--- src/rtl/ccs_pkg.sv ---
package ccs_pkg;

    typedef struct packed {
        logic n;
        logic z;
        logic c;
        logic v;
    } nzcv_t;

    typedef enum logic [1:0] {
        ALT_COPY = 2'b00,
        ALT_INC  = 2'b01,
        ALT_INV  = 2'b10,
        ALT_NEG  = 2'b11
    } alt_mode_e;

    typedef enum logic [2:0] {
        BASE_Z    = 3'b000,
        BASE_C    = 3'b001,
        BASE_N    = 3'b010,
        BASE_V    = 3'b011,
        BASE_HI   = 3'b100,
        BASE_GE   = 3'b101,
        BASE_GT   = 3'b110,
        BASE_TRUE = 3'b111
    } cond_base_e;

endpackage

--- src/rtl/ccs_cond_eval.sv ---
module ccs_cond_eval
    import ccs_pkg::*;
(
    input  logic [3:0] cond,
    input  nzcv_t      flags,
    output logic       holds
);

    logic base;

    always_comb begin
        unique case (cond_base_e'(cond[3:1]))
            BASE_Z:    base = flags.z;
            BASE_C:    base = flags.c;
            BASE_N:    base = flags.n;
            BASE_V:    base = flags.v;
            BASE_HI:   base = flags.c & ~flags.z;
            BASE_GE:   base = (flags.n == flags.v);
            BASE_GT:   base = ~flags.z & (flags.n == flags.v);
            default:   base = 1'b1;
        endcase
        // Odd codes invert the base test; the all-ones code stays true
        holds = (cond[0] && (cond != 4'hF)) ? ~base : base;
    end

endmodule

--- src/rtl/ccs_addsub_flags.sv ---
module ccs_addsub_flags
    import ccs_pkg::*;
#(
    parameter int DATA_W = 64
) (
    input  logic [DATA_W-1:0] a,
    input  logic [DATA_W-1:0] b,
    input  logic              sub,
    input  logic              wide,
    output nzcv_t             flags
);

    localparam int HALF_W = DATA_W / 2;

    logic [DATA_W-1:0] b_eff;
    logic [DATA_W:0]   sum_w;
    logic [HALF_W:0]   sum_h;

    always_comb begin
        b_eff = sub ? ~b : b;
        sum_w = {1'b0, a} + {1'b0, b_eff} + {{DATA_W{1'b0}}, sub};
        sum_h = {1'b0, a[HALF_W-1:0]} + {1'b0, b_eff[HALF_W-1:0]}
              + {{HALF_W{1'b0}}, sub};
        if (wide) begin
            flags.n = sum_w[DATA_W-1];
            flags.z = (sum_w[DATA_W-1:0] == '0);
            flags.c = sum_w[DATA_W];
            flags.v = (a[DATA_W-1] == b_eff[DATA_W-1])
                   && (sum_w[DATA_W-1] != a[DATA_W-1]);
        end else begin
            flags.n = sum_h[HALF_W-1];
            flags.z = (sum_h[HALF_W-1:0] == '0);
            flags.c = sum_h[HALF_W];
            flags.v = (a[HALF_W-1] == b_eff[HALF_W-1])
                   && (sum_h[HALF_W-1] != a[HALF_W-1]);
        end
    end

endmodule

--- src/rtl/ccs_alt_value.sv ---
module ccs_alt_value
    import ccs_pkg::*;
#(
    parameter int DATA_W = 64
) (
    input  logic [DATA_W-1:0] b,
    input  alt_mode_e         mode,
    output logic [DATA_W-1:0] alt
);

    localparam logic [DATA_W-1:0] ONE = {{(DATA_W-1){1'b0}}, 1'b1};

    always_comb begin
        unique case (mode)
            ALT_COPY: alt = b;
            ALT_INC:  alt = b + ONE;
            ALT_INV:  alt = ~b;
            default:  alt = ~b + ONE;
        endcase
    end

endmodule

--- src/rtl/ccs_unit.sv ---
module ccs_unit
    import ccs_pkg::*;
#(
    parameter int DATA_W = 64,
    parameter int IMM_W  = 5
) (
    input  logic              clk,
    input  logic              rst_n,
    input  logic              op_is_sel,
    input  logic [1:0]        op_mode,
    input  logic              use_imm,
    input  logic              wide,
    input  logic [3:0]        cond,
    input  logic [3:0]        dflt_nzcv,
    input  logic [3:0]        flags_in,
    input  logic [DATA_W-1:0] op_a,
    input  logic [DATA_W-1:0] op_b,
    input  logic [IMM_W-1:0]  cmp_imm,
    output logic [DATA_W-1:0] res_q,
    output logic [3:0]        flags_q
);

    localparam int HALF_W = DATA_W / 2;

    typedef struct packed {
        logic [DATA_W-1:0] res;
        nzcv_t             flags;
    } state_t;

    state_t            st_d, st_q;
    logic              cond_holds;
    nzcv_t             calc_flags;
    logic [DATA_W-1:0] cmp_opnd;
    logic [DATA_W-1:0] alt_val;

    assign cmp_opnd = use_imm ? {{(DATA_W-IMM_W){1'b0}}, cmp_imm} : op_b;

    ccs_cond_eval u_cond (
        .cond  (cond),
        .flags (nzcv_t'(flags_in)),
        .holds (cond_holds)
    );

    ccs_addsub_flags #(.DATA_W(DATA_W)) u_flags (
        .a     (op_a),
        .b     (cmp_opnd),
        .sub   (~op_mode[0]),
        .wide  (wide),
        .flags (calc_flags)
    );

    ccs_alt_value #(.DATA_W(DATA_W)) u_alt (
        .b    (op_b),
        .mode (alt_mode_e'(op_mode)),
        .alt  (alt_val)
    );

    always_comb begin
        st_d = st_q;
        if (op_is_sel) begin
            st_d.res   = cond_holds ? op_a : alt_val;
            if (!wide) begin
                st_d.res[DATA_W-1:HALF_W] = '0;
            end
            st_d.flags = nzcv_t'(flags_in);
        end else begin
            st_d.flags = cond_holds ? calc_flags : nzcv_t'(dflt_nzcv);
        end
    end

    always_ff @(posedge clk or negedge rst_n) begin
        if (!rst_n) begin
            st_q <= '0;
        end else begin
            st_q <= st_d;
        end
    end

    assign res_q   = st_q.res;
    assign flags_q = st_q.flags;

    // Failed compare condition loads the default nibble
    p_cmp_fail_dflt_r3: assert property (@(posedge clk) disable iff (!rst_n)
        (!op_is_sel && !cond_holds) |=> (flags_q == $past(dflt_nzcv)));

    // Taken select returns the first operand, masked at half width
    p_sel_take_a_r5: assert property (@(posedge clk) disable iff (!rst_n)
        (op_is_sel && cond_holds && wide) |=> (res_q == $past(op_a)));

    // Always-true codes take the first operand on a select
    p_always_true_r1: assert property (@(posedge clk) disable iff (!rst_n)
        (op_is_sel && (cond[3:1] == 3'b111) && wide) |=> (res_q == $past(op_a)));

    // Compare holds the result, select passes the flags through
    p_cmp_keeps_res_r7: assert property (@(posedge clk) disable iff (!rst_n)
        !op_is_sel |=> $stable(res_q));

    p_sel_keeps_flags_r7: assert property (@(posedge clk) disable iff (!rst_n)
        op_is_sel |=> (flags_q == $past(flags_in)));

    // Half-width select clears the upper half
    p_narrow_zext_r8: assert property (@(posedge clk) disable iff (!rst_n)
        (op_is_sel && !wide) |=> (res_q[DATA_W-1:HALF_W] == '0));

    // Immediate form ignores the register operand: equal compare gives Z
    p_imm_equal_r4: assert property (@(posedge clk) disable iff (!rst_n)
        (!op_is_sel && cond_holds && use_imm && wide && !op_mode[0]
         && (op_a == {{(DATA_W-IMM_W){1'b0}}, cmp_imm})) |=> (flags_q == 4'b0110));

endmodule

--- config.mk ---
export PLATFORM = sky130hd
export DESIGN_NAME = ccs_unit
export DESIGN_NICKNAME = d
export VERILOG_FILES = /design/src/rtl/ccs_pkg.sv /design/src/rtl/ccs_cond_eval.sv /design/src/rtl/ccs_addsub_flags.sv /design/src/rtl/ccs_alt_value.sv /design/src/rtl/ccs_unit.sv
export SDC_FILE = /design/constraint.sdc
export NUM_CORES = 1
export LEC_CHECK = 0
export ABC_AREA = 1
export BUFFER_PORTS_ARGS = -buffer_cell sky130_fd_sc_hd__buf_2
export CORE_MARGIN = 2
export CORE_UTILIZATION = 45
export CTS_BUF_LIST = sky130_fd_sc_hd__clkbuf_16
export DETAILED_ROUTE_END_ITERATION = 16
export MAX_ROUTING_LAYER = met4
export PLACE_DENSITY = 0.69
export SKIP_CTS_REPAIR_TIMING = 1
export SLEW_MARGIN = 20
export SYNTH_ARGS = -nofsm -noshare
export SYNTH_HDL_FRONTEND = slang
export SYNTH_HIERARCHICAL = 1
export SYNTH_SLANG_ARGS = --single-unit
--- constraint.sdc ---
create_clock -name clk -period 1.4 [get_ports clk]
set_input_delay 0.35 -clock clk [delete_from_list [all_inputs] [get_ports clk]]
set_output_delay 0.35 -clock clk [all_outputs]
set_load 0.005 [all_outputs]
# Word-level counts from Yosys, hierarchy flattened
# Index checks and enable logic that the tools add are counted.
# totals
reg_bits	68
# classes
n_addsub	6
n_eq_ne	14
n_mux	10
bitwise_logic	7
n_reduce_logical	7
# op_table
operator	count
64-bit 2-to-1 mux	3
64-bit case mux with 3 select lines	1
64-bit by 1-bit adder with 64-bit output (second input constant)	2
64-bit NOT	2
64-bit by 64-bit adder with 65-bit output	1
65-bit by 1-bit adder with 65-bit output	1
64-bit logical NOT	1
32-bit by 32-bit adder with 33-bit output	1
33-bit by 1-bit adder with 33-bit output	1
32-bit logical NOT	1
32-bit 2-to-1 mux	1
4-bit 2-to-1 mux	3
3-bit == test (second input constant)	3
1-bit case mux with 7 select lines	1
3-bit by 2-bit == test with 1-bit output (second input constant)	2
4-bit != test (second input constant)	1
1-bit == test	3
3-bit by 1-bit == test with 1-bit output (second input constant)	1
1-bit logical AND	3
3-bit logical NOT	1
1-bit NOT	3
1-bit bitwise AND	2
2-bit by 1-bit == test with 1-bit output (second input constant)	1
2-bit == test (second input constant)	1
3 further kinds	4

# Depth between registers and ports, before layout
# Gate-level depths: netlist (run 1).
# logic_depth
depth_word	10
depth_mapped	31

# Modules after synthesis
# Netlist (run 1), hierarchy kept.
# by_module_without_submodules
module	n_inst	cells_per_inst	area_per_inst_um2
ccs_addsub_flags	1	1408	6954.2
ccs_alt_value	1	1008	4759.6
ccs_unit	1	719	4319.1
ccs_cond_eval	1	28	122.6

# Worst setup path after synthesis (run 1)
# OpenSTA, ideal clock, no wires.
# synth_path
path_type	in2reg
from	input op_mode[0]
to	register st_q, in the netlist flags_q[2]
setup_time_ns	0.065
arrival_ns	2.909
required_ns	1.335
setup_slack_ns	-1.574
path_stages	25
path_buffers	2
path_cell_list	inv_1 buf_4 buf_1 xor2_1 ha_1 nand2_1 nor2_1 inv_1 nor2_1 nand2_1 nor2_1 nand2_1 nand3_1 nand2_1 nand2_1 nand3_1 nor2_1 nand2_1 nor2_1 nand3_1 a21oi_2 inv_1 nand2_1 nand3_1 nand2_1
# synth_rtl
element	line_no	text
from (decl)	ccs_unit.sv:10	input logic [1:0] op_mode,
to (signal assigned)	ccs_unit.sv:75	st_q <= st_d;
to (decl)	ccs_unit.sv:30	state_t st_d, st_q;

==> results of run 1 <==
[registers in the layout (all words and copies together) (netlist names)]
name	flops
res_q	64
flags_q	4
[worst reg2reg max path, cell delays in order, from the launching register on]
cell and delay, ps:
dfrtp_1 430, nand2_1 110, nand2_1 50
[synthesized netlist by cell type (all sizes together), types with 2 or more instances]
cell type / instances
a211oi: 2
clkinv: 3
clkbuf: 8
dfrtp: 68
nor4: 5
xor2: 145
inv: 690
nand3b: 10
ha: 78
nand3: 231
nor3: 16
nand4: 21
nand2: 1303
o22ai: 2
o21bai: 19
buf: 68
o21ai: 37
a21oi: 61
or2: 3
nor2: 357
xnor2: 28
[final cells by class]
type | count | area share [%]
Antenna cell | 2 | 0.02045
Clock buffer | 9 | 0.9201
Clock inverter | 7 | 0.3067
Inverter | 693 | 10.78
Multi-Input combinational cell | 2326 | 55.83
Sequential cell | 68 | 6.952
Tap cell | 461 | 2.356
Timing Repair Buffer | 737 | 22.84
[placed cells by master (no fill, tap or decap), types with 4 or more instances in the layout]
cell / count
nand2_2: 191
buf_4: 450
inv_2: 27
buf_2: 215
o21bai_1: 17
nor3_1: 5
xor2_2: 23
nand2_1: 1065
dfrtp_1: 68
clkbuf_16: 19
nand4_1: 20
ha_1: 56
xor2_4: 4
nor2_4: 78
nand3b_1: 10
nor2_2: 110
o21ai_1: 9
nand3_4: 8
buf_8: 4
nor3_2: 7
xnor2_1: 25
buf_6: 38
nor3_4: 4
nand2_4: 46
a21oi_2: 27
ha_2: 10
nor2_1: 169
o21ai_0: 25
xor2_1: 118
a21oi_1: 33
nand3_1: 185
buf_12: 18
ha_4: 12
nand3_2: 38
inv_1: 658
[power groups by stage]
stage	clock network (uW)	registers [uW]	logic, uW
floorplan	0	2430	5110
global placement	0	2430	9040
detailed placement	0	2440	9080
CTS	2520	2410	9120
global route	2590	2430	11600
finish	2510	2420	10800
[metrics by stage]
step,total power (uW),hold slack (ps)
CTS,14040,-133.7
floorplan,7539,54.41
detailed placement,11520,243.6
global placement,11480,243.2
global route,16620,328.3
finish,15690,295.4
[layer usage]
metal | part of all wire, % | GRT usage (%) | up-vias | routed length [um]
li1 | - | - | 10657 | -
met1 | 42 | 50.04 | 9819 | 31480
met2 | 46 | 56.47 | 1075 | 34040
met3 | 8.0 | 3.051 | 169 | 5971
met4 | 4.2 | 12.61 | 0 | 3123
met5 | 0 | - | - | 0
[final timing paths]
check,end
setup / recovery,flags_q[2]
hold / removal,flags_q[0]
setup reg to reg,res_q[29]
hold reg to reg,res_q[28]
max in group asynchronous,res_q[62]
min in group asynchronous,res_q[7]
[cells by family (layout without fill, tap and decap cells)]
group                      count (synthesis)  after routing  synth area share (%)
buffers and inverters                    769           1446                 19.18
and+or+nand+nor                         1947           1947                 50.30
xor gates and xnor gates                 173            173                 9.379
other                                      0              2                     0
DFF                                       68             68                 10.53
AOI/OAI and AO/OA                        127            127                 4.438
adders and majority gates                 79             79                 6.165
==> impl_metrics.csv, run 1 <==
group,metric,value,unit
status,status,"finished with violations",
status,violations,"negative setup slack",
power,power.leakage,0.01447,uW
place,placed_cell_area,21160,um^2
worst_hold_path,min_path_cells,5,
timing,worst-slew-pin-transition,419.0,ps
clock_network,clkLatencyLatePin,350,ps
synthesis,yosysUniqueCellTypes,47,
worst_hold_path,min_from,"dflt_nzcv[0]",
synthesis,synth_seq_cells,68,
cells_and_area,drive_above_1_share,35.44,%
place,io_buffers,219,
clock_network,cts-root-buf,"clkbuf_16",
die,die_h,193.5,um
clock_network,htree_levels,3,
die,ios,220,
timing,slew_violations,0,
setup_path,cp_common_cell,"nand2_1",
place,dp_cells,4220,
cells_and_area,utilization,68.99,%
power,p_int,8055,uW
power,seqPwrFrac,15.4,%
synthesis,synth_top_area_cell,"nand2_1",
global_routing,track_usage,36.53,%
clock_network,clk_pin_slew_worst_paths,70,ps
global_routing,first_global_vias,18629,
synthesis,yosysWarnings,6,
synthesis,synth_top_area_share,29.30,%
drt,drc_errors,0,
drt,drtAntennaViolNets,0,
timing,max_slew_margin,71.99,%
setup_path,r2r_slack,700,ps
die,die_area,37430,um^2
setup_path,reg2regPathDepth,2,
setup_path,critPathKind,"primary input to flop",
place,dp.final_hpwl,59330,um
power,max-vdd-ir-drop,0.5249,mV
cells_and_area,multiInputGateArea,13670,um^2
setup_path,arrival,3360,ps
drt,drtPass1Iterations,10,
timing,min_period,3066,ps
synthesis,synth-async-reset-ratio,100.0,%
drt,wl_per_cell,17.34,um
timing,rsz0062_at_grt,"true",
place,dp_slack,-2431,ps
synthesis,syn_nets,3394,
timing,final_hold_viol_count,0,
global_routing,grt_pass1_wl,103100,um
die,rows,69,
synthesis,netlist_top_cells_area,"nand2_1, inv_1, dfrtp_1",
worst_hold_path,hold_path_class,"primary input to flop",
synthesis,synth_area_per_cell,5.108,um^2
timing,finalSetupTns,-53050,ps
global_routing,antenna_found_initial,2,
setup_path,path_delay_family,"simple AND/OR/NAND/NOR gates",
die,die-width,193.5,um
place,gp_congestion,1.078,
drt,wl,74620,um
cells_and_area,fin_cells,4303,
drt,via_count,21720,
global_routing,grt_max_degree,54,
setup_path,crit_fanout,20,
synthesis,ys_seq_area_share,10.53,%
timing,final-setup-viol-count,68,
timing,fin_worst_skew,0,ps
power,p_sw_share,48.66,%
timing,fmax,326.2,MHz
synthesis,netlist_instances,3163,
drt,drt_iter0_drc,2309,
timing,fin_crit_sh,219.0,%
setup_path,startpoint_type,"primary input",
synthesis,netlist_area,16160,um^2
setup_path,reg2reg_from,"res_q[29]",
power,switching_power,7635,uW
setup_path,critPathBufInv,7,
setup_path,cp_slowest_cell,"ha_1",
power,p_per_area,641.0,nW/um^2
power,pwr-share-comb,68.6,%
setup_path,endpoint_kind,"flop",
cells_and_area,fillerInstances,3161,
clock_network,cts_tree,"built",
cells_and_area,syn2layout_area_growth,51.52,%
setup_path,critPathRequiredTime,1700,ps
die,coreArea,35480,um^2
cells_and_area,fin_nets,4066,
setup_path,crit_cells,27,
power,power_frac_clock,16.0,%
timing,finalWorstSetupSlack,-1666,ps
synthesis,synth_enable_flop_cells,0,
clock_network,cts.sinks,68,
clock_network,cts_buffers,9,
job,drv_cap,0,
clock_network,ctsLongestPathBuffers,2,
synthesis,synth_flop_cell,"dfrtp_1",
global_routing,grt-ovfl-total,0,
die,initial_utilization,45.53,%
setup_path,crit_start,"use_imm",
drt,avgViaCountPerCell,5.048,
cells_and_area,regArea,1702,um^2
setup_path,slowest_delay,340,ps
cells_and_area,finalInstanceArea,24480,um^2
No activity file was read; power rests on OpenSTA's default activity.
==> inputs of run 2 (changes only) <==
--- a/config.mk
+++ b/config.mk
@@ -11,6 +11,7 @@
 export CORE_UTILIZATION = 45
 export CTS_BUF_LIST = sky130_fd_sc_hd__clkbuf_16
 export DETAILED_ROUTE_END_ITERATION = 16
+export GPL_TIMING_DRIVEN = 0
 export MAX_ROUTING_LAYER = met4
 export PLACE_DENSITY = 0.69
 export SKIP_CTS_REPAIR_TIMING = 1
==> impl_metrics.csv, run 2 (synthesis results as in run 1) <==
group,metric,value,unit
timing,fin_crit_sh,240.5,%
drt,drc_errors,0,
power,p_sw_share,49.94,%
power,power_frac_clock,18.6,%
status,status,"finished with violations",
global_routing,first_global_vias,18376,
global_routing,grt_use_met2,63.96,%
die,rows,69,
power,p_int,7139,uW
setup_path,r2r_slack,680,ps
global_routing,grtUsageMet3,2.092,%
clock_network,htree_levels,3,
cells_and_area,utilization,60.82,%
job,drv_cap,0,
drt,drtAntennaViolNets,0,
power,power,14260,uW
setup_path,critPathKind,"primary input to flop",
setup_path,startpoint_type,"primary input",
die,ios,220,
cells_and_area,syn2layout_area_growth,33.57,%
power,pwr-share-comb,64.4,%
global_routing,antenna_found_initial,2,
clock_network,cts_tree,"built",
power,switching_power,7121,uW
setup_path,reg2regPathDepth,2,
clock_network,clkLatencyLatePin,340,ps
cells_and_area,fin_cells,3938,
clock_network,clk_pin_slew_worst_paths,60,ps
timing,rsz0062_at_grt,"true",
power,power.leakage,0.01265,uW
timing,max_slew_margin,57.46,%
power,p_per_area,660.8,nW/um^2
die,die_area,37430,um^2
cells_and_area,most-common-layout-cells,"nand2_1, inv_1, buf_2, nand3_1",
global_routing,grt-busiest-layer,"met2",
place,io_buffers,217,
global_routing,met1_usage,48.17,%
place,dp.final_hpwl,63420,um
status,violations,"negative setup slack",
global_routing,grt-ovfl-total,0,
worst_hold_path,hold_path_class,"primary input to flop",
setup_path,cp_slowest_cell,"ha_1",
drt,drt_iter0_drc,1828,
cells_and_area,fin_nets,3702,
setup_path,slowest_delay,340,ps
global_routing,grt_max_degree,49,
timing,fin_worst_skew,0,ps
timing,min_period,3367,ps
clock_network,cts_buffers,9,
die,coreArea,35480,um^2
worst_hold_path,hold_path_end,"flags_q[3]",
drt,wl,76140,um
timing,fmax,297.0,MHz
timing,worst-slew-pin-transition,638.1,ps
drt,wl_per_cell,19.33,um
drt,avgViaCountPerCell,5.204,
global_routing,track_usage,38.49,%
setup_path,reg2reg_from,"res_q[33]",
place,dp_cells,3842,
worst_hold_path,min_from,"flags_in[3]",
cells_and_area,fillerInstances,3538,
power,max-vdd-ir-drop,0.5994,mV
cells_and_area,drive_above_1_share,27.83,%
die,die-width,193.5,um
power,seqPwrFrac,17.0,%
die,die_h,193.5,um
setup_path,endpoint_kind,"flop",
timing,finalWorstSetupSlack,-1967,ps
timing,final_hold_viol_count,0,
setup_path,arrival,3650,ps
cells_and_area,final_common_cell,"nand2_1",
timing,final-setup-viol-count,68,
setup_path,critPathRequiredTime,1690,ps
timing,slew_violations,0,
place,gp_congestion,1.088,
setup_path,crit_fanout,10,
clock_network,ctsLongestPathBuffers,2,
die,initial_utilization,45.53,%
setup_path,r2r-end,"res_q[33]",
cells_and_area,largest_reg_flops,64,
worst_hold_path,min_path_cells,3,
clock_network,cts-root-buf,"clkbuf_16",
drt,drtPass1Iterations,7,
global_routing,grt_pass1_wl,107400,um
setup_path,cp_common_cell,"nand2_1",
clock_network,cts.sinks,68,
drt,via_count,20493,
run 2: worst max-delay path: cells and delay by family:
kind                     cells  cell delay [ps]
AND/OR/NAND/NOR             15             1650
XOR/XNOR                     2              400
adder cells (fa/ha/maj)      1              340
buffers and inverters        4              520
AO/OA/AOI/OAI                3              390
run 2: area by class of cell:
type	count	area, um^2	share of cell area [%]
clock buffers	9	225.2	1.044
repair buffers	297	1942	8.999
multi-input cells	2326	13560	62.85
flip-flops and latches	68	1702	7.885
diodes	2	5.005	0.02319
clock inverters	6	113.9	0.5276
plain buffers	76	814.5	3.775
well taps	461	576.8	2.673
inverters	693	2639	12.23
run 2: power by group through the flow:
stage	clock, uW	sequential [uW]	combinational [uW]
after floorplan	0	2430	5110
after global placement	0	2450	7700
after detailed placement	0	2450	7830
after CTS	2640	2420	7860
after global routing	2720	2450	9970
final	2650	2430	9180
run 2: through the flow:
step           area (um^2)  TNS [ps]  worst slack, ps  hold WS [ps]
6_report             21580    -46790            -1967         240.8
5_1_grt              21580    -53350            -2089         264.2
4_1_cts              18520    -56750            -2277        -91.56
3_5_place_dp         18180    -80290            -2626         264.5
3_3_place_gp         18150   -103440            -2639         451.2
2_1_floorplan        16490    -35170            -1387         54.41
run 2: how the worst max path moves through the flow:
stage,from,endpoint,slack [ps],cells after the start
after floorplan,op_mode[0],flags_q[2],-1390,24
after global placement,op_mode[0],flags_q[2],-2640,24
after detailed placement,op_mode[0],flags_q[2],-2630,24
after CTS,op_mode[0],flags_q[2],-2280,24
after global routing,use_imm,flags_q[2],-2090,26
final,use_imm,flags_q[2],-1970,25
run 2: metal layers:
layer	routed length (um)	up-vias
met2	35650	950
met1	31000	9395
met5	0	-
li1	-	9910
met3	4700	238
met4	4799	0
==> inputs of run 3 (changes only) <==
--- a/config.mk
+++ b/config.mk
@@ -11,12 +11,10 @@
 export CORE_UTILIZATION = 45
 export CTS_BUF_LIST = sky130_fd_sc_hd__clkbuf_16
 export DETAILED_ROUTE_END_ITERATION = 16
-export GPL_TIMING_DRIVEN = 0
 export MAX_ROUTING_LAYER = met4
-export PLACE_DENSITY = 0.69
+export PLACE_DENSITY = 0.7
 export SKIP_CTS_REPAIR_TIMING = 1
 export SLEW_MARGIN = 20
 export SYNTH_ARGS = -nofsm -noshare
 export SYNTH_HDL_FRONTEND = slang
-export SYNTH_HIERARCHICAL = 1
 export SYNTH_SLANG_ARGS = --single-unit
==> impl_metrics.csv, run 3 <==
group,metric,value,unit
clock_network,cts.sinks,68,
synthesis,synth_top_area_cell,"nand2_1",
clock_network,cts-root-buf,"clkbuf_16",
timing,worst_endpoint,"flags_q[2]$_DFF_PN0_/D",
die,die_h,177.4,um
synthesis,netlist_area,13540,um^2
synthesis,yosysWarnings,0,
synthesis,netlist_instances,2439,
die,initial_utilization,45.67,%
die,rows,63,
synthesis,synthTopCellsByCount,"nand2_1, inv_1, nor2_1, xor2_1, o21ai_0",
synthesis,synth-async-reset-ratio,100.0,%
clock_network,ctsLongestPathBuffers,2,
die,die-width,177.4,um
synthesis,ys_seq_area_share,12.57,%
synthesis,synth_enable_flop_cells,0,
status,status,"did not finish",
synthesis,synth_flop_cell,"dfrtp_1",
global_routing,track_usage,78.87,%
place,gp_congestion,1.167,
status,haltStage,"global routing",
place,io_buffers,219,
synthesis,synth.most_common_cell,"nand2_1",
synthesis,syn_nets,2670,
synthesis,synth_seq_cells,68,
die,ios,220,
global_routing,antenna_found_initial,21,
place,dp.final_hpwl,56350,um
global_routing,grt_max_degree,69,
timing,worstEpCategory,"register input",
clock_network,cts_buffers,9,
synthesis,synth_top_area_share,22.02,%
global_routing,grt-ovfl-total,98,
synthesis,synth_area_per_cell,5.550,um^2
synthesis,yosysUniqueCellTypes,56,
clock_network,htree_levels,3,
status,error,"[ERROR GRT-0232] Routing congestion too high. Check the congestion heatmap in the GUI.",
synthesis,netlist_top_cells_area,"nand2_1, dfrtp_1, xor2_1",
==> run 3: stage by stage <==
step | setup slack, ps | area (um^2) | cells | TNS (ps) | util, %
2_1_floorplan | -1591 | 14170 | 2439 | -53240 | -
3_3_place_gp | -2336 | 19910 | 3575 | -92090 | 67.19
3_5_place_dp | -2419 | 19910 | 3575 | -97410 | 67.19
4_1_cts | -2070 | 20230 | 3591 | -72610 | 68.25
==> run 3: logic make-up after synthesis <==
group | Yosys count | share of synthesized area, %
XOR/XNOR | 216 | 13.98
AO/OA/AOI/OAI | 306 | 12.35
adder cells (fa/ha/maj) | 79 | 7.358
flip-flops | 68 | 12.57
buffers and inverters | 445 | 12.87
AND/OR/NAND/NOR | 1325 | 40.88
==> run 3: metal layers <==
metal / overflow / GRT usage (%)
met5: - / -
met4: 29 / 68.85
met3: 6 / 68.38
met2: 53 / 91.91
met1: 10 / 78.55
==> inputs of run 4 (changes only) <==
--- a/config.mk
+++ b/config.mk
@@ -8,11 +8,9 @@
 export ABC_AREA = 1
 export BUFFER_PORTS_ARGS = -buffer_cell sky130_fd_sc_hd__buf_2
 export CORE_MARGIN = 2
-export CORE_UTILIZATION = 45
-export CTS_BUF_LIST = sky130_fd_sc_hd__clkbuf_16
+export CORE_UTILIZATION = 30
 export DETAILED_ROUTE_END_ITERATION = 16
-export MAX_ROUTING_LAYER = met4
-export PLACE_DENSITY = 0.7
+export PLACE_DENSITY_LB_ADDON = 0.15
 export SKIP_CTS_REPAIR_TIMING = 1
 export SLEW_MARGIN = 20
 export SYNTH_ARGS = -nofsm -noshare
==> impl_metrics.csv, run 4 <==
group,metric,value,unit
timing,slew_violations,0,
cells_and_area,final_common_cell,"nand2_1",
synthesis,synth_flop_cell,"dfrtp_1",
place,dp.final_hpwl,59700,um
power,power.leakage,0.01184,uW
cells_and_area,most-common-layout-cells,"nand2_1, buf_4, inv_1, buf_2, nor2_1",
global_routing,grt_max_degree,52,
cells_and_area,syn2layout_area_growth,67.82,%
cells_and_area,finalInstanceArea,22720,um^2
global_routing,track_usage,28.49,%
setup_path,cp_slowest_cell,"ha_2",
die,die_h,216.4,um
drt,drtPass1Iterations,5,
timing,final_hold_viol_count,0,
power,power,15550,uW
synthesis,synth_area_per_cell,5.550,um^2
clock_network,cts_buffers,9,
synthesis,netlist_instances,2439,
timing,rsz0062_at_grt,"true",
synthesis,synth_enable_flop_cells,0,
timing,final-setup-viol-count,68,
global_routing,grt_pass1_wl,100600,um
cells_and_area,fin_nets,3464,
synthesis,netlist_area,13540,um^2
die,ios,220,
synthesis,syn_nets,2670,
die,rows,77,
synthesis,synth-async-reset-ratio,100.0,%
die,die_area,46830,um^2
cells_and_area,largest_reg_flops,64,
place,io_buffers,219,
clock_network,clkLatencyLatePin,370,ps
die,coreArea,44410,um^2
drt,avgViaCountPerCell,4.739,
clock_network,cts.sinks,68,
setup_path,cp_cell_sequence,"buf_2 -> clkinv_1 -> buf_12 -> buf_12 -> nand2_1 -> xor2_1 -> inv_1 -> ha_2 -> nand2_2 -> nor2_2 -> inv_1 -> nor4_4 -> buf_4 -> nand3_1 -> nand4_1 -> nand2_1 -> nor2_1 -> nand2_1 -> nor2_1 -> nand3_1 -> nand2_1 -> nand2_1 -> a21oi_1",
global_routing,grt-ovfl-total,0,
timing,finalWorstSetupSlack,-1628,ps
power,max-vdd-ir-drop,0.6357,mV
place,gp_congestion,1.057,
clock_network,cts-root-buf,"clkbuf_16",
timing,max_slew_margin,61.01,%
timing,fin_hold_ws,235.3,ps
drt,wl,70410,um
synthesis,netlist_top_cells_area,"nand2_1, dfrtp_1, xor2_1",
synthesis,synth_top_area_share,22.02,%
setup_path,endpoint_kind,"flop",
timing,finalSetupTns,-74270,ps
die,die-width,216.4,um
timing,fmax,330.3,MHz
global_routing,antenna_found_initial,5,
power,p_sw_share,45.70,%
setup_path,crit_fanout,25,
synthesis,yosysWarnings,0,
cells_and_area,drive_above_1_share,39.88,%
timing,fin_crit_sh,216.3,%
power,switching_power,7106,uW
drt,wl_per_cell,18.37,um
setup_path,slowest_delay,390,ps
timing,fin_worst_skew,0,ps
synthesis,synthTopCellsByCount,"nand2_1, inv_1, nor2_1, xor2_1, o21ai_0",
clock_network,ctsLongestPathBuffers,2,
setup_path,path_delay_family,"simple AND/OR/NAND/NOR gates",
drt,via_count,18168,
synthesis,synth.most_common_cell,"nand2_1",
place,placed_cell_area,20140,um^2
global_routing,first_global_vias,17140,
power,p_int,8442,uW
synthesis,synth_seq_cells,68,
die,initial_utilization,30.48,%
synthesis,synth_top_area_cell,"nand2_1",
status,status,"finished with violations",
job,drv_cap,0,
drt,drt_iter0_drc,1242,
setup_path,critPathBufInv,7,
clock_network,clk_pin_slew_worst_paths,60,ps
power,p_per_area,684.5,nW/um^2
power,seqPwrFrac,15.4,%
setup_path,startpoint_type,"primary input",
timing,min_period,3028,ps
drt,drtAntennaViolNets,0,
synthesis,yosysUniqueCellTypes,56,
synthesis,ys_seq_area_share,12.57,%
place,dp_slack,-2201,ps
timing,worst-slew-pin-transition,578.8,ps
setup_path,critPathKind,"primary input to flop",
clock_network,htree_levels,3,
power,pwr-share-comb,68.2,%
setup_path,critPathRequiredTime,1690,ps
drt,drc_errors,0,
status,violations,"negative setup slack",
power,power_frac_clock,16.4,%
worst_hold_path,hold_path_class,"primary input to flop",
setup_path,arrival,3320,ps
clock_network,cts_tree,"built",
setup_path,cp_common_cell,"nand2_1",
## run 4: cell counts after synthesis
Identical to the previous run, type by type.
## run 4: layout make-up
class / count / area [um^2]
Antenna cell: 5 / 12.51
Clock buffer: 9 / 225.2
Multi-Input combinational cell: 1926 / 12200
Timing Repair Buffer: 841 / 6242
Inverter: 386 / 1490
Timing Repair inverter: 1 / 8.758
Tap cell: 592 / 740.7
Clock inverter: 6 / 90.09
Sequential cell: 68 / 1702
Fill cell: 4662 / 21700
## run 4: logic make-up after synthesis
kind of cell,synth area share (%)
AOI/OAI and AO/OA,12.35
xor gates and xnor gates,13.98
adders and majority gates,7.358
buffers and inverters,12.87
DFF,12.57
and+or+nand+nor,40.88
## run 4: metal layers
layer	GRT usage, %	vias up	wire length, um
met3	2.765	83	3301
li1	-	9172	-
met5	1.042	-	64
met1	40.72	8455	33560
met4	7.374	2	1891
met2	45.59	456	31600
## run 4: final timing paths
path                        startpoint    endpoint  slack, ps  cells past startpoint
max                            use_imm  flags_q[2]      -1630                     23
min                        flags_in[0]  flags_q[0]        240                      3
max reg2reg                  res_q[39]   res_q[39]        740                      2
min reg2reg                  res_q[32]   res_q[32]        470                      2
max in group asynchronous        rst_n    res_q[2]        520                      3
min in group asynchronous        rst_n   res_q[49]        390                      2
## run 4: power by group through the flow
stage               sequential [uW]  combinational, uW  clock [uW]
floorplan                      2430               4700           0
global placement               2420               9350           0
detailed placement             2430               9360           0
CTS                            2400               9410        2610
global route                   2430              11500        2680
finish                         2400              10600        2550
## run 4: worst register-to-register path: cells and delay by family (launching register included)
family / cells / cell delay, ps
simple gates: 1 / 80
flops: 1 / 410
compound gates: 1 / 60
## run 4: metrics by stage
step	utilization, %	std cells
2_1_floorplan	-	2439
3_3_place_gp	45.35	3770
3_5_place_dp	45.35	3770
4_1_cts	46.06	3785
5_1_grt	51.15	3834
6_report	51.15	3834
